### config.mk
export PLATFORM = sky130hd
export DESIGN_NAME = dma_lvl_chan
export DESIGN_NICKNAME = d
export VERILOG_FILES = /design/src/rtl/dma_lvl_pkg.sv /design/src/rtl/dma_req_latch.sv /design/src/rtl/dma_xfer_fsm.sv /design/src/rtl/dma_cfg_regs.sv /design/src/rtl/dma_lvl_chan.sv
export SDC_FILE = /design/constraint.sdc
export NUM_CORES = 1
export LEC_CHECK = 0
export ABC_AREA = 1
export BUFFER_PORTS_ARGS = -buffer_cell sky130_fd_sc_hd__buf_2
export CAP_MARGIN = 20
export CELL_PAD_IN_SITES_DETAIL_PLACEMENT = 1
export CELL_PAD_IN_SITES_GLOBAL_PLACEMENT = 2
export CORE_MARGIN = 5
export CORE_UTILIZATION = 30
export DETAILED_ROUTE_END_ITERATION = 6
export PLACE_DENSITY_LB_ADDON = 0.1
export SLEW_MARGIN = 20
export SYNTH_ARGS = -nofsm -noshare
export SYNTH_HDL_FRONTEND = slang
export SYNTH_HIERARCHICAL = 1
export SYNTH_SLANG_ARGS = --single-unit
export TNS_END_PERCENT = 5
### constraint.sdc
create_clock -name clk_i -period 1.7 [get_ports clk_i]
set_input_delay 0.17 -clock clk_i [delete_from_list [all_inputs] [get_ports clk_i]]
set_output_delay 0.17 -clock clk_i [all_outputs]
set_load 0.05 [all_outputs]
### src/rtl/dma_lvl_pkg.sv
package dma_lvl_pkg;
  typedef enum logic [1:0] {
    ST_IDLE = 2'd0,
    ST_CLR  = 2'd1,
    ST_ARB  = 2'd2,
    ST_XFER = 2'd3
  } xfer_st_e;
endpackage

### src/rtl/dma_req_latch.sv
module dma_req_latch (
  input  logic clk_i,
  input  logic rst_ni,
  input  logic req_ni,
  input  logic accept_i,
  input  logic clear_i,
  output logic held_o
);
  logic held_q;

  always_ff @(posedge clk_i or negedge rst_ni) begin
    if (!rst_ni)                  held_q <= 1'b0;
    else if (clear_i)             held_q <= 1'b0;
    else if (accept_i && !req_ni) held_q <= 1'b1;
  end

  assign held_o = held_q;
endmodule

### src/rtl/dma_xfer_fsm.sv
module dma_xfer_fsm
  import dma_lvl_pkg::*;
#(
  parameter int CLR_CYC = 1
) (
  input  logic     clk_i,
  input  logic     rst_ni,
  input  logic     held_i,
  input  logic     gnt_i,
  output xfer_st_e st_o,
  output logic     start_o,
  output logic     xfer_end_o
);
  localparam int CW = (CLR_CYC > 1) ? $clog2(CLR_CYC) : 1;
  localparam logic [CW-1:0] CLR_LAST = CW'(CLR_CYC - 1);

  xfer_st_e st_q, st_d;
  logic [CW-1:0] clr_q, clr_d;

  always_comb begin
    st_d       = st_q;
    clr_d      = clr_q;
    start_o    = 1'b0;
    xfer_end_o = 1'b0;
    unique case (st_q)
      ST_IDLE: if (held_i) begin
        st_d    = ST_CLR;
        clr_d   = '0;
        start_o = 1'b1;
      end
      ST_CLR: begin
        if (clr_q == CLR_LAST) st_d = ST_ARB;
        else                   clr_d = clr_q + 1'b1;
      end
      ST_ARB: if (gnt_i) st_d = ST_XFER;
      ST_XFER: begin
        st_d       = ST_IDLE;
        xfer_end_o = 1'b1;
      end
      default: st_d = ST_IDLE;
    endcase
  end

  always_ff @(posedge clk_i or negedge rst_ni) begin
    if (!rst_ni) begin
      st_q  <= ST_IDLE;
      clr_q <= '0;
    end else begin
      st_q  <= st_d;
      clr_q <= clr_d;
    end
  end

  assign st_o = st_q;
endmodule

### src/rtl/dma_cfg_regs.sv
module dma_cfg_regs #(
  parameter int ADDR_W     = 16,
  parameter int CNT_W      = 16,
  parameter int UNIT_BYTES = 1
) (
  input  logic              clk_i,
  input  logic              rst_ni,
  input  logic              wr_i,
  input  logic              en_i,
  input  logic [ADDR_W-1:0] addr_i,
  input  logic [CNT_W-1:0]  cnt_i,
  input  logic              step_i,
  output logic              en_o,
  output logic              done_o,
  output logic [ADDR_W-1:0] addr_o
);
  localparam logic [ADDR_W-1:0] STEP = ADDR_W'(UNIT_BYTES);
  localparam logic [CNT_W-1:0]  ONE  = CNT_W'(1);

  logic [ADDR_W-1:0] addr_q;
  logic [CNT_W-1:0]  cnt_q;
  logic              en_q, done_q;
  logic              cnt_zero_in;

  assign cnt_zero_in = (cnt_i == '0);

  always_ff @(posedge clk_i or negedge rst_ni) begin
    if (!rst_ni) begin
      addr_q <= '0;
      cnt_q  <= '0;
      en_q   <= 1'b0;
      done_q <= 1'b0;
    end else if (wr_i) begin
      addr_q <= addr_i;
      cnt_q  <= cnt_i;
      en_q   <= en_i && !cnt_zero_in;
      done_q <= en_i && cnt_zero_in;
    end else if (step_i) begin
      addr_q <= addr_q + STEP;
      cnt_q  <= cnt_q - ONE;
      if (cnt_q == ONE) begin
        en_q   <= 1'b0;
        done_q <= 1'b1;
      end
    end
  end

  assign en_o   = en_q;
  assign done_o = done_q;
  assign addr_o = addr_q;
endmodule

### src/rtl/dma_lvl_chan.sv
module dma_lvl_chan
  import dma_lvl_pkg::*;
#(
  parameter int ADDR_W     = 16,
  parameter int CNT_W      = 16,
  parameter int UNIT_BYTES = 1,
  parameter int CLR_CYC    = 1,
  parameter bit TO_MEM     = 1'b1
) (
  input  logic              clk_i,
  input  logic              rst_ni,
  input  logic              req_ni,
  input  logic              cfg_we_i,
  input  logic              cfg_en_i,
  input  logic [ADDR_W-1:0] cfg_addr_i,
  input  logic [CNT_W-1:0]  cfg_cnt_i,
  input  logic              bus_gnt_i,
  output logic              bus_req_o,
  output logic [ADDR_W-1:0] mem_addr_o,
  output logic              mem_rd_o,
  output logic              mem_wr_o,
  output logic              dack_o,
  output logic              done_o
);
  xfer_st_e          st;
  logic              req_held, start, xfer_end;
  logic              chan_en, quiet, accept, cfg_wr;
  logic [ADDR_W-1:0] cur_addr;
  logic              in_xfer;

  // writes land only when no request is pending or in flight
  assign quiet   = (st == ST_IDLE) && !req_held;
  assign cfg_wr  = cfg_we_i && quiet;
  assign accept  = chan_en && quiet && !cfg_we_i;
  assign in_xfer = (st == ST_XFER);

  dma_req_latch u_latch (
    .clk_i    (clk_i),
    .rst_ni   (rst_ni),
    .req_ni   (req_ni),
    .accept_i (accept),
    .clear_i  (start),
    .held_o   (req_held)
  );

  dma_xfer_fsm #(.CLR_CYC(CLR_CYC)) u_fsm (
    .clk_i      (clk_i),
    .rst_ni     (rst_ni),
    .held_i     (req_held),
    .gnt_i      (bus_gnt_i),
    .st_o       (st),
    .start_o    (start),
    .xfer_end_o (xfer_end)
  );

  dma_cfg_regs #(
    .ADDR_W     (ADDR_W),
    .CNT_W      (CNT_W),
    .UNIT_BYTES (UNIT_BYTES)
  ) u_regs (
    .clk_i  (clk_i),
    .rst_ni (rst_ni),
    .wr_i   (cfg_wr),
    .en_i   (cfg_en_i),
    .addr_i (cfg_addr_i),
    .cnt_i  (cfg_cnt_i),
    .step_i (xfer_end),
    .en_o   (chan_en),
    .done_o (done_o),
    .addr_o (cur_addr)
  );

  assign bus_req_o  = (st == ST_ARB) || in_xfer;
  assign dack_o     = in_xfer;
  assign mem_addr_o = in_xfer ? cur_addr : '0;

  generate
    if (TO_MEM) begin : g_to_mem
      assign mem_wr_o = in_xfer;
      assign mem_rd_o = 1'b0;
    end else begin : g_from_mem
      assign mem_wr_o = 1'b0;
      assign mem_rd_o = in_xfer;
    end
  endgenerate
endmodule

==> flow_summary.json, run 1 <==
{
  "ys_seq_elements": 37,
  "yosys.area_share.xor_xnor_pct": 3.18,
  "ioPinCount": 59,
  "hpwl_um": 6230,
  "p_switching_mw": 3.04,
  "fin_crit_ps": 1580,
  "synth_fp_nets": 431,
  "synth_cells": 386,
  "worst_slew_pin_slew_ps": 590,
  "netlist_area_um2": 2750,
  "p_int_mw": 2.82,
  "ys_warn_count": 6,
  "relSlewSlack_pct": 60.6,
  "fill_cells": 1183,
  "maxCapViolations": 0,
  "finalHoldViolCount": 0,
  "ys_seq_area_share_pct": 33.6,
  "die_area_um2": 11200,
  "criticalPathCategory": "flip-flop to flip-flop",
  "clockBufferDepth": 2,
  "synth_mux_area_share_pct": 0,
  "drv_slew": 0,
  "max_freq_mhz": 635,
  "vdd_drop_max_mv": 0.454,
  "vias_per_cell": 4.66,
  "final_layout_size_suffix_gt1_share_pct": 27.0,
  "htree_num_levels": 2,
  "synth_simple_gate_area_share_pct": 36.7,
  "r2r_slack_ps": 120,
  "clk_pin_slew_ps": 80,
  "crit_path_end_kind": "flip-flop",
  "synth_compound_area_share_pct": 12.0,
  "start_kind": "flip-flop",
  "layout.nets": 493,
  "switching_share_pct": 51.9,
  "r2r_end": "u_regs/addr_o[8]",
  "postSynthAreaPerCell_um2": 7.13,
  "grt_pass1_wl_um": 14100,
  "antenna_found_initial": 0,
  "wl_per_cell_um": 14.9,
  "first_global_vias": 2837,
  "drt_iter0_markers": 73,
  "drc": 0,
  "worst_hold_path.endpoint": "u_regs/addr_o[1]",
  "rows": 35,
  "cp.required_ps": 1870,
  "power.share.clock_pct": 13.0,
  "reg2reg_from": "u_fsm/st_o[1]",
  "dieWidth_um": 106,
  "synth_cell_types": 36,
  "synthAdderAreaFrac_pct": 3.18,
  "grt_max_degree": 24,
  "setup_violations": 0,
  "path_max_fanout": 22,
  "p_per_area_nw_per_um2": 1780,
  "combPwrFrac_pct": 56.1,
  "clk_latency_ps": 290,
  "postRouteAntennaNets": 0,
  "routed-via-count": 2604,
  "final_area_um2": 3300,
  "most-common-layout-cells": "nand2_1 (101), buf_2 (57), inv_1 (51)",
  "r2r_cells": 8,
  "hp-class": "input pin to flip-flop",
  "wirelength_um": 8310,
  "post-route-util_pct": 36.2,
  "cts_inserted_buffers": 5,
  "port_buffers": 57,
  "p_leak_nw": 1.69,
  "start_util_pct": 30.2,
  "dieHeight_um": 106,
  "n_antenna_cell": 0,
  "routabilityCongestion": 0.747,
  "power_frac_seq_pct": 30.9,
  "place_area_um2": 3170,
  "core_area_um2": 9110,
  "grt_setup_unrepaired": "yes",
  "root_buffer": "clkbuf_8",
  "min_from": "cfg_addr_i[1]",
  "min_period_over_period_pct": 92.7,
  "power_mw": 5.87,
  "firstDrtPassIters": 4,
  "fin_worst_skew_ps": 5.86,
  "clock-sinks": 37,
  "status": "finished, final reports clean",
  "critPathArrivalTime_ps": 1750,
  "synth_top_family_by_area": "simple AND/OR/NAND/NOR gates",
  "mostFrequentLayoutCell": "nand2_1",
  "grt-ovfl-total": 0,
  "cts_tree": "built",
  "post_cts.repair.setup_buffers": 0,
  "area.growth.synth_to_final_pct": 19.8,
  "grtUsageTotal_pct": 15.8,
  "holdPathStages": 3
}
layer usage:
layer  GRT usage [%]  vias up  part of all wire, %
met5               0        -                    0
met4            5.00        0                  1.5
met3            2.76        8                  3.3
met2            28.1       40                   50
met1            19.2     1213                   46
li1                -     1343                    -
state kept, by name, indices dropped and copies added, names as in the netlist:
name	flops
u_regs/en_o	1
u_regs/done_o	1
u_regs/addr_o	16
u_fsm/st_o	2
u_regs/cnt_q	16
u_latch/held_o	1
power groups by stage:
stage	clock [mW]	sequential (mW)	combinational [mW]
floorplan	0	1.69	2.62
global placement	0	1.82	3.26
global route	0.833	1.90	3.73
finish	0.762	1.81	3.29
detailed placement	0	1.83	3.30
CTS	0.803	1.82	3.36
cell type report:
| class | count | area [um2] | share of cell area [%] |
|---|---|---|---|
| well taps | 111 | 139 | 4.21 |
| inverters | 57 | 219 | 6.64 |
| clock buffers | 5 | 68.8 | 2.09 |
| repair buffers | 66 | 372 | 11.3 |
| clock inverters | 2 | 35.0 | 1.06 |
| multi-input cells | 281 | 1540 | 46.6 |
| flip-flops and latches | 37 | 926 | 28.1 |
synthesized netlist by cell type (all sizes together):
master / instances / area, um2
a21boi: 1 / 7.51
a21oi: 6 / 37.5
a22oi: 17 / 163
a31oi: 1 / 6.26
buf: 9 / 80.1
clkbuf: 3 / 11.3
conb: 1 / 3.75
dfrtp: 37 / 926
ha: 7 / 87.6
inv: 57 / 216
nand2: 111 / 452
nand3: 33 / 170
nand3b: 1 / 7.51
nand4: 7 / 43.8
nor2: 65 / 328
nor3: 2 / 10.0
o211ai: 5 / 37.5
o21ai: 10 / 50.0
o21bai: 2 / 18.8
o221ai: 1 / 8.76
xnor2: 5 / 43.8
xor2: 5 / 43.8
worst max-delay path, stage by stage, from the launching register on:
cell      delay (ps)
dfrtp_1          410
nor2_1           110
nand2_1          100
nor2_4           240
inv_4             60
nand2_4          110
inv_4            130
a21boi_0         180
o21ai_0          100
stage by stage:
stage	setup WS [ps]	std cells	hold WS (ps)	setup TNS, ps
after floorplan	213	386	-126	0
after global placement	-0.441	550	122	-0.441
after detailed placement	-51.1	550	124	-51.1
after CTS	20.9	559	101	0
after global routing	-1.05	559	110	-1.05
final	124	559	108	0
logic make-up (layout without fill, tap and decap cells):
family,after synthesis,after routing
AO/OA/AOI/OAI,43,43
XOR/XNOR,10,10
adder cells (fa/ha/maj),7,7
buffers and inverters,69,130
flip-flops,37,37
other,1,1
AND/OR/NAND/NOR,219,220
worst max path at each step:
| stage | startpoint | to | slack [ps] |
|---|---|---|---|
| finish | u_fsm/st_o[1] | u_regs/addr_o[8] | 120 |
| global route | u_fsm/st_o[1] | u_regs/addr_o[5] | -1 |
| CTS | u_fsm/st_o[1] | u_regs/addr_o[8] | 20 |
| detailed placement | u_fsm/st_o[1] | u_regs/addr_o[4] | -50 |
| global placement | u_fsm/st_o[1] | u_regs/addr_o[4] | -0.4 |
| floorplan | u_fsm/st_o[1] | mem_wr_o | 210 |
timing repair:
action | in CTS | in global routing
endpoints found under the setup margin | 19 | 21
endpoints found under the hold margin | 14 | 0
gates cloned | 1 | 0
pin swaps | 1 | 1
resized for setup | 1 | 3
hold buffers | 1 | 0
No activity file was read; power rests on OpenSTA's default activity.
==> run 2, diff against run 1 <==
--- a/config.mk
+++ b/config.mk
@@ -10,6 +10,7 @@
 export CAP_MARGIN = 20
 export CELL_PAD_IN_SITES_DETAIL_PLACEMENT = 1
 export CELL_PAD_IN_SITES_GLOBAL_PLACEMENT = 2
+export CORE_ASPECT_RATIO = 1.75
 export CORE_MARGIN = 5
 export CORE_UTILIZATION = 30
 export DETAILED_ROUTE_END_ITERATION = 6
==> run 2 against run 1 <==
Global-route usage increased by 1.2 points. Die area increased by 0.67%. Cell count increased by 2.0%. Worst setup slack improved by 14 ps. Maximum frequency increased by 0.89%. Highest routed layer unchanged. Critical path depth increased by 1. Clock skew decreased by 1.7 ps. Critical endpoint is now u_regs/cnt_q[5]. Combinational power increased by 4%. Largest power group unchanged. Routed wire length increased by 6.2%. Sequential cell count unchanged. Clock power increased by 33%.
==> flow_summary.json, run 2 (same netlist as run 1, synthesis figures left out) <==
{
  "place_ws_ps": 31.9,
  "most-common-layout-cells": "nand2_1 (101), buf_2 (57), inv_1 (51)",
  "max_freq_mhz": 640,
  "drc": 0,
  "area.growth.synth_to_final_pct": 23.5,
  "wirelength_um": 8820,
  "holdPathStages": 3,
  "first_global_vias": 2783,
  "finalHoldViolCount": 0,
  "hp-class": "input pin to flip-flop",
  "grt-ovfl-total": 0,
  "postRouteAntennaNets": 0,
  "firstDrtPassIters": 4,
  "critPathArrivalTime_ps": 1720,
  "p_leak_nw": 1.74,
  "dieWidth_um": 82.4,
  "tns_ps": 0,
  "clk_latency_ps": 290,
  "clk_pin_slew_ps": 60,
  "min_period_over_period_pct": 91.9,
  "vdd_drop_max_mv": 0.702,
  "r2r_cells": 9,
  "path_max_fanout": 15,
  "fin_worst_skew_ps": 4.17,
  "power_mw": 6.27,
  "root_buffer": "clkbuf_16",
  "setup_violations": 0,
  "clock-sinks": 37,
  "start_util_pct": 30.5,
  "routabilityCongestion": 0.774,
  "routed-via-count": 2671,
  "core_area_um2": 9040,
  "vias_per_cell": 4.69,
  "start_kind": "flip-flop",
  "final_layout_size_suffix_gt1_share_pct": 27.3,
  "dieHeight_um": 137,
  "htree_num_levels": 2,
  "drv_slew": 0,
  "grt_setup_unrepaired": "no",
  "rows": 46,
  "maxCapViolations": 0,
  "cts_inserted_buffers": 5,
  "clockBufferDepth": 2,
  "mostFrequentLayoutCell": "nand2_1",
  "layout.nets": 494,
  "grt_pass1_wl_um": 14100,
  "status": "finished, final reports clean",
  "fin_ws_ps": 138,
  "cp.required_ps": 1860,
  "whs_ps": 96.0,
  "crit_path_end_kind": "flip-flop",
  "antenna_found_initial": 0,
  "port_buffers": 57,
  "grt_max_degree": 23,
  "die_area_um2": 11300,
  "post-route-util_pct": 37.6,
  "p_per_area_nw_per_um2": 1840,
  "n_antenna_cell": 0,
  "cts_tree": "built",
  "hpwl_um": 6940,
  "ioPinCount": 59,
  "criticalPathCategory": "flip-flop to flip-flop",
  "wl_per_cell_um": 15.5,
  "grtUsageTotal_pct": 17.0,
  "drt_iter0_markers": 53,
  "fin_crit_ps": 1560,
  "fill_cells": 1183
}
run 2: stage by stage:
step,cells,cell area [um2]
2_1_floorplan,386,2750
3_3_place_gp,560,3220
3_5_place_dp,560,3220
4_1_cts,569,3390
5_1_grt,570,3400
6_report,570,3400
run 2: path summary, 6_finish.rpt:
check	start	end	slack, ps
setup reg to reg	u_fsm/st_o[0]	u_regs/cnt_q[5]	140
setup / recovery	u_fsm/st_o[0]	u_regs/cnt_q[5]	140
hold reg to reg	u_regs/en_o	u_regs/en_o	510
hold / removal	cfg_addr_i[14]	u_regs/addr_o[14]	100
max in group asynchronous	rst_ni	u_regs/cnt_q[10]	830
min in group asynchronous	rst_ni	u_regs/addr_o[4]	380
run 2: cell type report:
| cell class | instances | area [um2] | share of cell area, % |
|---|---|---|---|
| clock inverters | 1 | 5.00 | 0.147 |
| repair buffers | 68 | 424 | 12.5 |
| well taps | 120 | 150 | 4.42 |
| multi-input cells | 280 | 1530 | 44.9 |
| clock buffers | 7 | 153 | 4.49 |
| inverters | 57 | 216 | 6.36 |
| flip-flops and latches | 37 | 926 | 27.2 |
run 2: timing repair:
action,4_1_cts,5_1_grt
gates resized for setup,2,0
buffers inserted,0,1
setup endpoints to repair,14,2
hold endpoints to repair,17,0
gates cloned,0,0
hold buffers,1,0
run 2: layer usage:
metal  global-route usage [%]  part of all wire [%]  up-vias
met3                     2.77                   2.7        7
met2                     34.0                    59       36
met1                     17.1                    36     1287
met4                     4.53                   1.4        0
li1                         -                     -     1341
met5                        0                     0        -
run 2: where the power goes:
group	total [mW]	leakage (nW)	switching [mW]	internal, mW
Combinational	3.43	1.20	2.22	1.21
Clock	1.01	0.0799	0.389	0.622
Sequential	1.82	0.462	0.531	1.29
run 2: worst max-delay path, stage by stage, from the launching register on:
cell and delay [ps]:
dfrtp_1 450, nor2_1 120, nand2_1 90, nor2_2 170
inv_4 50, nand2_4 60, inv_2 100, buf_12 180
a22oi_2 130, o21ai_1 100
==> run 3, diff against run 2 <==
--- a/config.mk
+++ b/config.mk
@@ -5,14 +5,13 @@
 export SDC_FILE = /design/constraint.sdc
 export NUM_CORES = 1
 export LEC_CHECK = 0
-export ABC_AREA = 1
 export BUFFER_PORTS_ARGS = -buffer_cell sky130_fd_sc_hd__buf_2
 export CAP_MARGIN = 20
 export CELL_PAD_IN_SITES_DETAIL_PLACEMENT = 1
 export CELL_PAD_IN_SITES_GLOBAL_PLACEMENT = 2
 export CORE_ASPECT_RATIO = 1.75
 export CORE_MARGIN = 5
-export CORE_UTILIZATION = 30
+export CORE_UTILIZATION = 32
 export DETAILED_ROUTE_END_ITERATION = 6
 export PLACE_DENSITY_LB_ADDON = 0.1
 export SLEW_MARGIN = 20
==> run 3 against run 2 <==
Worst setup slack worse by 100 ps. Hold slack better by 8.3 ps. Via count is 20% lower. Routed wire length is 23% lower. Core utilization is 6.4 points higher. Non-clock buffer count is 26 higher. Critical endpoint is now u_regs/cnt_q[14]. Largest cell class unchanged.
==> flow_summary.json, run 3 <==
{
  "root_buffer": "clkbuf_16",
  "status": "finished, final reports clean",
  "criticalPathCategory": "flip-flop to flip-flop",
  "crit_path_end_kind": "flip-flop",
  "grtUsageMet2_pct": 30.6,
  "synth-edff-count": 0,
  "synth_fp_nets": 297,
  "synth_cell_types": 47,
  "most-common-layout-cells": "buf_2 (57), dfrtp_1 (35), nand2_1 (35)",
  "rows": 41,
  "busiest_layer": "met2",
  "core_area_um2": 7130,
  "whs_ps": 104,
  "critPathArrivalTime_ps": 1820,
  "routabilityCongestion": 0.781,
  "drt_iter0_markers": 52,
  "setup_violations": 0,
  "critPathBufInv": 1,
  "ioPinCount": 59,
  "synthDominantCellAreaShare_pct": 40.1,
  "crit_chain": "ha_4 -> nor4b_4 -> buf_4 -> nand4_1 -> a221o_1",
  "port_buffers": 57,
  "fin_crit_ps": 1660,
  "drv_slew": 0,
  "first_global_vias": 2367,
  "cts_tree": "built",
  "critPathSlowestCell": "dfrtp_2",
  "drc": 0,
  "maxCapViolations": 0,
  "synthFlopType": "dfrtp_1",
  "start_kind": "flip-flop",
  "wirelength_um": 6800,
  "hpwl_um": 5350,
  "cp_slowest_stage_delay_ps": 390,
  "synth_cells": 252,
  "layout.nets": 384,
  "postRouteAntennaNets": 0,
  "grtUsageMet1_pct": 17.2,
  "grt-ovfl-total": 0,
  "p_leak_nw": 1.41,
  "grt_pass1_wl_um": 11200,
  "postSynthAreaPerCell_um2": 9.16,
  "clock-sinks": 37,
  "grt_max_degree": 38,
  "final_layout_size_suffix_gt1_share_pct": 37.6,
  "start_util_pct": 32.4,
  "max_freq_mhz": 601,
  "dieHeight_um": 122,
  "use_met3_pct": 3.03,
  "vdd_drop_max_mv": 0.708,
  "synth_area_leaders": "dfrtp_1 (40%), o21ai_0 (6.3%), nand2_1 (5.7%)",
  "path_max_fanout": 9,
  "tns_ps": 0,
  "hp-class": "input pin to flip-flop",
  "vias_per_cell": 5.03,
  "yosysMostFrequentCell": "dfrtp_1",
  "finalHoldViolCount": 0,
  "synthArstFlopShare_pct": 100,
  "wl_per_cell_um": 16.0,
  "ys_seq_elements": 37,
  "firstDrtPassIters": 4,
  "cp.required_ps": 1860,
  "area.growth.synth_to_final_pct": 36.0,
  "clockBufferDepth": 2,
  "ys_seq_area_share_pct": 40.1,
  "yosys.area.top_type": "dfrtp_1",
  "fill_cells": 860,
  "netlist_area_um2": 2310,
  "die_area_um2": 9080,
  "critPathTopFamily": "simple AND/OR/NAND/NOR gates",
  "routed-via-count": 2143,
  "clk_pin_slew_ps": 60,
  "synth_common_cells": "dfrtp_1 (37), nand2_1 (35), o21ai_0 (29)",
  "grt_setup_unrepaired": "yes",
  "dieWidth_um": 74.2,
  "antenna_found_initial": 0,
  "fin_worst_skew_ps": 5.40,
  "mostFrequentLayoutCell": "buf_2",
  "n_antenna_cell": 0,
  "cts_inserted_buffers": 5,
  "htree_num_levels": 2,
  "p_per_area_nw_per_um2": 1910,
  "clk_latency_ps": 280,
  "ys_warn_count": 6,
  "min_period_over_period_pct": 97.9,
  "r2r_slack_ps": 40,
  "grtUsageTotal_pct": 16.2
}
## run 3: logic make-up after synthesis
family	share of synthesized area, %
xor+xnor	10.2
fa+ha+maj	3.79
simple gates	28.3
compound gates	10.2
flops	40.1
mux	2.06
other cells	0.162
buf+inv	5.09
## run 3: area by class of cell
type	count	area (um2)	area share, %
clock buffers	8	146	4.66
inverters	11	41.3	1.32
multi-input cells	190	1320	42.1
flip-flops and latches	37	928	29.6
well taps	86	108	3.43
repair buffers	94	594	18.9
## run 3: worst min-delay path, cell delays in order
cell and delay [ps]:
buf_2 80, nand2_1 40, o21ai_0 60
## run 3: metal layers
layer  routed length (um)  part of all wire, %  vias up
li1                     -                    -     1057
met3                  279                  4.1        7
met4                  153                  2.3        0
met1                 2580                   38     1037
met2                 3780                   56       42
met5                    0                    0        -
## run 3: power by group
group | switching (mW) | internal, mW | leakage (nW)
sequential | 0.479 | 1.34 | 0.445
combinational | 1.88 | 1.37 | 0.889
clock | 0.334 | 0.584 | 0.0712
## run 3: stage by stage
stage | instance area, um2 | cells | util [%] | worst slack (ps) | power, mW
after floorplan | 2320 | 252 | - | -132 | 3.90
final | 3140 | 426 | 44.0 | 36.5 | 5.98
after CTS | 3100 | 423 | 43.4 | 14.4 | 6.01
after global routing | 3140 | 426 | 44.0 | -44.9 | 6.46
after detailed placement | 2920 | 414 | 40.9 | 5.39 | 5.00
after global placement | 2920 | 414 | 40.9 | 36.3 | 4.95
## run 3: path summary, 6_finish.rpt
| path | from | to | depth (start not counted) |
|---|---|---|---|
| setup reg to reg | u_fsm/st_o[0] | u_regs/cnt_q[14] | 5 |
| min in group asynchronous | rst_ni | u_regs/addr_o[10] | 3 |
| max in group asynchronous | rst_ni | u_fsm/st_o[0] | 3 |
| setup / recovery | u_fsm/st_o[0] | u_regs/cnt_q[14] | 5 |
| hold / removal | cfg_addr_i[10] | u_regs/addr_o[10] | 3 |
| hold reg to reg | u_regs/en_o | u_regs/en_o | 1 |
## run 3: repair_timing
action	4_1_cts	5_1_grt
hold buffers	1	0
resized for setup	3	4
gates cloned	0	0
endpoints found under the hold margin	37	0
pin swaps	0	7
endpoints found under the setup margin	2	10
buffers inserted	0	3
